## src/rtl/mfs_pkg.sv

```systemverilog
package mfs_pkg;
  // Positions inside the status vector
  localparam int unsigned ST_UV    = 0;
  localparam int unsigned ST_CP    = 1;
  localparam int unsigned ST_REG   = 2;
  localparam int unsigned ST_THERM = 3;
  localparam int unsigned ST_SLEEP = 4;
  localparam int unsigned ST_W     = 5;

  // Number of filtered voltage flags and their parked values
  localparam int unsigned NFLAG = 3;
  localparam logic [NFLAG-1:0] FLAG_PARK = 3'b001;
endpackage

```

## src/rtl/mfs_deglitch.sv

```systemverilog
module mfs_deglitch #(
  parameter int unsigned STABLE_CYCLES = 4,
  parameter logic        PARK_VAL      = 1'b0
) (
  input  logic clk,
  input  logic rst_n,
  input  logic park,
  input  logic raw,
  output logic filt
);
  localparam int unsigned CW = (STABLE_CYCLES > 1) ? $clog2(STABLE_CYCLES) : 1;
  localparam logic [CW-1:0] LAST = CW'(STABLE_CYCLES - 1);

  logic [CW-1:0] cnt_q, cnt_d;
  logic          filt_q, filt_d;

  // Next state: count edges on which raw disagrees with the filtered level
  always_comb begin
    cnt_d  = cnt_q;
    filt_d = filt_q;
    if (park) begin
      cnt_d  = '0;
      filt_d = PARK_VAL;
    end else if (raw == filt_q) begin
      cnt_d = '0;
    end else if (cnt_q == LAST) begin
      cnt_d  = '0;
      filt_d = raw;
    end else begin
      cnt_d = cnt_q + 1'b1;
    end
  end

  always_ff @(posedge clk or negedge rst_n) begin
    if (!rst_n) begin
      cnt_q  <= '0;
      filt_q <= PARK_VAL;
    end else begin
      cnt_q  <= cnt_d;
      filt_q <= filt_d;
    end
  end

  assign filt = filt_q;
endmodule

```

## src/rtl/mfs_thermal.sv

```systemverilog
module mfs_thermal #(
  parameter int unsigned TW           = 8,
  parameter int unsigned TEMP_TRIP    = 165,
  parameter int unsigned TEMP_RELEASE = 150
) (
  input  logic          clk,
  input  logic          rst_n,
  input  logic          park,
  input  logic [TW-1:0] temp,
  output logic          hot
);
  localparam logic [TW-1:0] TRIP_V = TW'(TEMP_TRIP);
  localparam logic [TW-1:0] REL_V  = TW'(TEMP_RELEASE);

  logic hot_q, hot_d;

  always_comb begin
    hot_d = hot_q;
    if (park)                hot_d = 1'b0;
    else if (temp >= TRIP_V) hot_d = 1'b1;
    else if (temp <= REL_V)  hot_d = 1'b0;
  end

  always_ff @(posedge clk or negedge rst_n) begin
    if (!rst_n) hot_q <= 1'b0;
    else        hot_q <= hot_d;
  end

  assign hot = hot_q;
endmodule

```

## src/rtl/mfs_supervisor.sv

```systemverilog
module mfs_supervisor
  import mfs_pkg::*;
#(
  parameter int unsigned STABLE_CYCLES = 4,
  parameter int unsigned TEMP_W        = 8,
  parameter int unsigned TEMP_TRIP     = 165,
  parameter int unsigned TEMP_RELEASE  = 150
) (
  input  logic              clk,
  input  logic              rst_n,
  input  logic              sleep_req,
  input  logic              uv_flag,
  input  logic              cp_low,
  input  logic              reg_low,
  input  logic [TEMP_W-1:0] temp_code,
  output logic              drive_en,
  output logic [ST_W-1:0]   fault_status
);
  logic [NFLAG-1:0] flag_raw, flag_filt;
  logic             hot;
  logic             sleep_q, sleep_d;

  assign flag_raw = {reg_low, cp_low, uv_flag};

  for (genvar g = 0; g < NFLAG; g++) begin : g_flt
    mfs_deglitch #(
      .STABLE_CYCLES(STABLE_CYCLES),
      .PARK_VAL     (FLAG_PARK[g])
    ) u_flt (
      .clk  (clk),
      .rst_n(rst_n),
      .park (sleep_req),
      .raw  (flag_raw[g]),
      .filt (flag_filt[g])
    );
  end

  mfs_thermal #(
    .TW          (TEMP_W),
    .TEMP_TRIP   (TEMP_TRIP),
    .TEMP_RELEASE(TEMP_RELEASE)
  ) u_therm (
    .clk  (clk),
    .rst_n(rst_n),
    .park (sleep_req),
    .temp (temp_code),
    .hot  (hot)
  );

  always_comb sleep_d = sleep_req;

  always_ff @(posedge clk or negedge rst_n) begin
    if (!rst_n) sleep_q <= 1'b0;
    else        sleep_q <= sleep_d;
  end

  always_comb begin
    fault_status           = '0;
    fault_status[ST_UV]    = flag_filt[0];
    fault_status[ST_CP]    = flag_filt[1];
    fault_status[ST_REG]   = flag_filt[2];
    fault_status[ST_THERM] = hot;
    fault_status[ST_SLEEP] = sleep_q;
  end

  assign drive_en = ~|fault_status;
endmodule

```

## config.mk

```make
export PLATFORM = sky130hd
export DESIGN_NAME = mfs_supervisor
export DESIGN_NICKNAME = d
export VERILOG_FILES = /design/src/rtl/mfs_pkg.sv /design/src/rtl/mfs_deglitch.sv /design/src/rtl/mfs_thermal.sv /design/src/rtl/mfs_supervisor.sv
export SDC_FILE = /design/constraint.sdc
export NUM_CORES = 1
export LEC_CHECK = 0
export BUFFER_PORTS_ARGS = -buffer_cell sky130_fd_sc_hd__buf_4
export CORE_MARGIN = 5
export CORE_UTILIZATION = 40
export CTS_CLUSTER_DIAMETER = 60
export DETAILED_ROUTE_END_ITERATION = 8
export GPL_ROUTABILITY_DRIVEN = 0
export PLACE_DENSITY_LB_ADDON = 0.12
export SLEW_MARGIN = 0
export SYNTH_ARGS = -nofsm -noshare
export SYNTH_HDL_FRONTEND = slang
export SYNTH_SLANG_ARGS = --single-unit
export TNS_END_PERCENT = 50
```

## constraint.sdc

```tcl
create_clock -name clk -period 1.2 [get_ports clk]
set_input_delay 0.24 -clock clk [delete_from_list [all_inputs] [get_ports clk]]
set_output_delay 0.24 -clock clk [all_outputs]
set_load 0.02 [all_outputs]
```

Word-level counts from Yosys, hierarchy flattened
Index checks and enable logic that the tools add are counted.
{"block": "word_totals", "word_cells": 52, "ff_bits": 11, "out_inout_bits": 6, "input_bits": 14}
{"block": "classes", "n_reduce_logical": 9, "n_lt_le_gt_ge": 2, "add_sub_neg": 3, "n_mux": 21, "eq_ne": 9}
{"op": "2-bit two-way mux", "n": 9}
{"op": "1-bit two-way mux", "n": 12}
{"op": "8-bit >= comparator, second input constant", "n": 1}
{"op": "8-bit <= comparator, second input constant", "n": 1}
{"op": "2-bit by 1-bit adder with 2-bit output, second input constant", "n": 3}
{"op": "2-bit equality test, second input constant", "n": 3}
{"op": "2-bit != test, second input constant", "n": 3}
{"op": "2-bit AND reduction", "n": 3}
{"op": "2-bit nonzero test", "n": 3}
{"op": "5-bit OR reduction", "n": 1}
{"op": "1-bit equality test", "n": 3}
{"op": "3-bit nonzero test", "n": 1}
{"op": "1-bit logical NOT", "n": 1}

Longest topological paths before layout
{"block": "logic_depth", "word_depth": 4, "ltp_mapped": 3, "depth_no_buf": 3}

By module
Synthesis repeated with hierarchy kept, for this count alone.
{"block": "hier_totals", "cells_unflattened": 41, "hier_area_um2": 533.0}
{"mod": "mfs_deglitch (g_flt[1].u_flt ...)", "n_inst": 2, "cells_per_inst": 9, "area_per_inst_um2": 135.1}
{"mod": "mfs_deglitch (g_flt[0].u_flt)", "n_inst": 1, "cells_per_inst": 9, "area_per_inst_um2": 137.6}
{"mod": "mfs_thermal", "n_inst": 1, "cells_per_inst": 9, "area_per_inst_um2": 73.8}
{"mod": "mfs_supervisor", "n_inst": 1, "cells_per_inst": 5, "area_per_inst_um2": 51.3}

Worst setup path after synthesis
Ideal clock, no wire load.
{"block": "synth_path", "path_type": "register to output", "start": "register g_flt[0].u_flt.filt_q", "end": "output port drive_en", "t_required_ns": 0.960, "slack_ns": -0.202, "path_stages_with_launch": 3, "arrival_ns": 1.162, "path_cell_list": "dfstp_2 > or4_1 > nor2_1"}
{"block": "synth_via", "elab_chain_cells": 2}
{"element": "start: declaration", "line": "mfs_deglitch.sv:15", "source": "logic filt_q, filt_d;"}
{"element": "start signal: assignment", "line": "mfs_deglitch.sv:40", "source": "filt_q <= filt_d;"}
{"element": "5-bit OR reduction", "line": "mfs_supervisor.sv:66", "source": "assign drive_en = ~|fault_status;"}
{"element": "1-bit logical NOT", "line": "mfs_supervisor.sv:66"}
{"element": "end: declaration", "line": "mfs_supervisor.sv:16", "source": "output logic drive_en,"}
No other way between the ends.

Worst setup path in the final report
Ends and elaborated chain as after synthesis.

==> run summary <==
The proportion of netlist area held by the largest area contributor is 0.475. The synthesized instance count came out at 46. The first-pass GRT wire length is 1800 microns. VDD sags by at most 464 uV. Setup repair after global routing could not meet its margin everywhere.

The area growth from synthesis to final layout came out at 43.5%. The biggest area consumer among synthesized cells is sky130_fd_sc_hd__dfrtp_1. The sequential fraction of the synthesis area came out at 0.525.

Headroom to the max-slew limit came out at 0.833. The startpoint of the lowest-slack register-to-register path is u_therm.hot$_DFFE_PN0P_. The analysis attributes to net switching a power of 0.171 mW.

Clock-pin slew was measured on the worst setup and hold paths at 0.07 ns. The placed wire-length estimate came out at 862 microns. The sum of internal, switching and leakage power is 0.746 mW.

The number of distinct library cells after synthesis is 18. The highest attainable clock frequency is 616 MHz. The signal arrival time at the worst endpoint is 1.38 ns. The count of buffer and inverter cells on the critical path came out at 1.

The number of nets handed over by synthesis was 63. For this run, the detailed router's first-pass iteration total came to 4. Walking the worst path, the cells encountered are or4_4 -> nor2_4 -> buf_6. For this block, the via count after detailed routing is 412. The flop and latch count out of synthesis came out at 11.

The slowest library cell on the worst path is sky130_fd_sc_hd__or4_4. The number of max-slew violations in the final report was 0. The most frequent standard cell in the layout excluding fill and tap cells is sky130_fd_sc_hd__buf_4.

After detailed routing, the total wire length is 1070 microns. The total number of placement rows came out at 13. The final-layout worst hold slack came out at 0.175 ns. The total of fill cells in the finished design is 130.

The overall overflow remaining after global route came out at 0. The remaining antenna violation count after routing came out at 0. By startpoint and endpoint, the worst setup path is classified as reg2out. For this run, the total global-route usage over all layers was measured as 0.126. Ranked by total cell area, the synthesized netlist is headed by sky130_fd_sc_hd__dfrtp_1 (48%), sky130_fd_sc_hd__buf_4 (7.1%), sky130_fd_sc_hd__ha_1 (7.1%). The period utilization came out at 1.35.

The mean cell area of the mapped netlist came out at 11.5 sq um. The post-detailed-route DRC marker count came out at 0. Of the cells placed in the final design, the portion with a size suffix greater than 1 is 0.449. The initial DRC count came out at 6.

The root buffer cell is sky130_fd_sc_hd__clkbuf_4. The clock period minus worst slack is 1.62 ns. The worst setup path is captured at an output port. Measured along the x axis, the die boundary spans 46.3 microns.

The synthesis warning total came out at 0. The switching part of the total power came out at 0.229. The combinational power share came out at 0.145. The clock share of power is 0.329. The die outline height is 46.3 microns. The minimum setup slack in the final design came out at -0.424 ns. The placement-stage worst setup slack is -0.182 ns. The final core utilization came out at 0.596.

The number of levels the H-tree was split into is 1. After detailed routing, the average wire length per cell comes to 12.8 microns. The number of setup violations in the final report is 2. In the layout the commonest cells are sky130_fd_sc_hd__buf_4 (19), sky130_fd_sc_hd__dfrtp_1 (10), sky130_fd_sc_hd__buf_6 (5). The top-level I/O count is 20. The internal portion of the total power is 0.575 mW.

The average vias per placed instance came out at 4.90. The static leakage came out at 0.369 nW. The net count of the finished layout is 87.

The final hold violation count is 0. The clock tree skew after final layout came out at 0.000753 ns. The endpoint of the worst-slack reg-to-reg timing path is u_therm.hot$_DFFE_PN0P_. The post-synthesis cell area came out at 527 sq um. For hold timing, the worst endpoint is sleep_q$_DFF_PN0_. The largest single stage delay on the critical path is 0.54 ns. The type of element launching the critical path is a register. The number of max-capacitance violations reported came out at 0.

The total die area is 2140 sq um. The final reports fail on setup timing. For this configuration, the core starts out at a cell density of 0.415. The worst reg2reg path depth is 4.

For the worst-skew pair, the clock arrives at the later sink with an insertion delay of 0.26 ns. The startpoint identified for the worst hold timing path is sleep_req. The number of global-route vias before repair was 392. The area inside the core boundary came out at 1270 sq um. The total power per unit cell area came out at 987 nW/um^2. The number of antenna violations at the first check in global routing is 0. The maximum fanout along the worst path is 2.

The kind of cell adding the most delay to the critical path is simple AND/OR/NAND/NOR gates. The maximum root-to-sink buffer count came out at 2. The count of buffers inserted at the top-level ports came out at 19. The number of buffers inserted during clock tree synthesis came out at 3. The cell count of the worst hold path is 1.

The share of total power in sequential cells came out at 0.526. The antenna diode count is 0. The number of clock sinks is 11.

For flop-to-flop paths, the worst setup slack is 0.05 ns. The required time at the worst-slack endpoint came out at 0.96 ns. The largest net degree at the start of global routing came out at 12. TritonCTS built the clock tree.

The transition time at the pin with the least slew margin came out at 0.248 ns. The worst min-delay path class is in2reg. The flow ran to the end, but the final reports show violations.
==> flip-flops by register name (all words and copies together), names as in the netlist <==
register           flops
g_flt.u_flt.cnt_q      6
g_flt.u_flt.filt       3
sleep_q                1
u_therm.hot            1
==> power groups by stage <==
| stage | registers [mW] | clock network (mW) | logic (mW) |
|---|---|---|---|
| finish | 0.392 | 0.245 | 0.108 |
| global route | 0.394 | 0.281 | 0.121 |
| CTS | 0.393 | 0.254 | 0.105 |
| detailed placement | 0.399 | 0 | 0.102 |
| global placement | 0.399 | 0 | 0.100 |
| floorplan | 0.399 | 0 | 0.0440 |
==> cells in the mapped netlist <==
cell type                  number
sky130_fd_sc_hd__dfstp_2        1
sky130_fd_sc_hd__a21oi_1        2
sky130_fd_sc_hd__nor4_1         3
sky130_fd_sc_hd__o21ai_0        2
sky130_fd_sc_hd__ha_1           3
sky130_fd_sc_hd__clkbuf_1       1
sky130_fd_sc_hd__dfrtp_1       10
sky130_fd_sc_hd__o311a_1        1
sky130_fd_sc_hd__nor3b_1        3
sky130_fd_sc_hd__a21boi_0       1
sky130_fd_sc_hd__nor2_1         3
sky130_fd_sc_hd__xnor2_1        3
sky130_fd_sc_hd__or4_1          1
sky130_fd_sc_hd__buf_4          5
sky130_fd_sc_hd__inv_1          2
sky130_fd_sc_hd__mux2i_1        3
sky130_fd_sc_hd__nand2_1        1
sky130_fd_sc_hd__nand4_1        1
==> stage by stage <==
stage | area [sq um] | TNS [ns] | instances
after floorplan | 538 | -0.106 | 46
after global placement | 688 | -0.176 | 78
after detailed placement | 688 | -0.182 | 78
after CTS | 732 | -0.502 | 83
after global routing | 756 | -0.632 | 84
final | 756 | -0.464 | 84
==> per-layer routing <==
| layer | part of all wire | track usage | vias up | wire, microns |
|---|---|---|---|---|
| met1 | 0.42 | 0.161 | 184 | 454 |
| met2 | 0.46 | 0.187 | 19 | 498 |
| met4 | 0.018 | 0.0511 | 0 | 19 |
| li1 | - | - | 207 | - |
| met5 | 0 | 0 | - | 0 |
| met3 | 0.095 | 0.0508 | 2 | 102 |
==> cells by family (layout without fill, tap and decap cells) <==
logic type / count (synthesis) / in the layout / synth area share
compound gates: 6 / 6 / 0.0713
xor+xnor: 3 / 3 / 0.0499
mux: 3 / 3 / 0.0570
flops: 11 / 11 / 0.525
simple gates: 12 / 12 / 0.133
buf+inv: 8 / 31 / 0.0926
fa+ha+maj: 3 / 3 / 0.0713
==> repair_timing <==
item | CTS | global route
hold endpoints to repair | 11 | 0
hold buffers | 1 | 0
buffers inserted | 0 | 2
pin swaps | 2 | 0
setup endpoints to repair | 2 | 6
resized for setup | 2 | 4
==> worst max-delay path by stage <==
stage | from | end | slack (ns) | depth (start not counted)
final | g_flt[0].u_flt.filt$_DFFE_PN1P_ | drive_en | -0.42 | 3
after global routing | sleep_q$_DFF_PN0_ | drive_en | -0.50 | 3
after global placement | sleep_q$_DFF_PN0_ | drive_en | -0.18 | 3
after floorplan | sleep_q$_DFF_PN0_ | drive_en | -0.11 | 2
after detailed placement | sleep_q$_DFF_PN0_ | drive_en | -0.18 | 3
after CTS | g_flt[0].u_flt.filt$_DFFE_PN1P_ | drive_en | -0.43 | 3
==> final cells by class <==
type / count / area (sq um) / share of cell area
flip-flops and latches: 11 / 277 / 0.366
multi-input cells: 27 / 218 / 0.288
repair buffers: 25 / 209 / 0.276
clock buffers: 4 / 26.3 / 0.0348
well taps: 15 / 18.8 / 0.0248
inverters: 2 / 7.51 / 0.00993
Power figures use the tool's default switching activity.
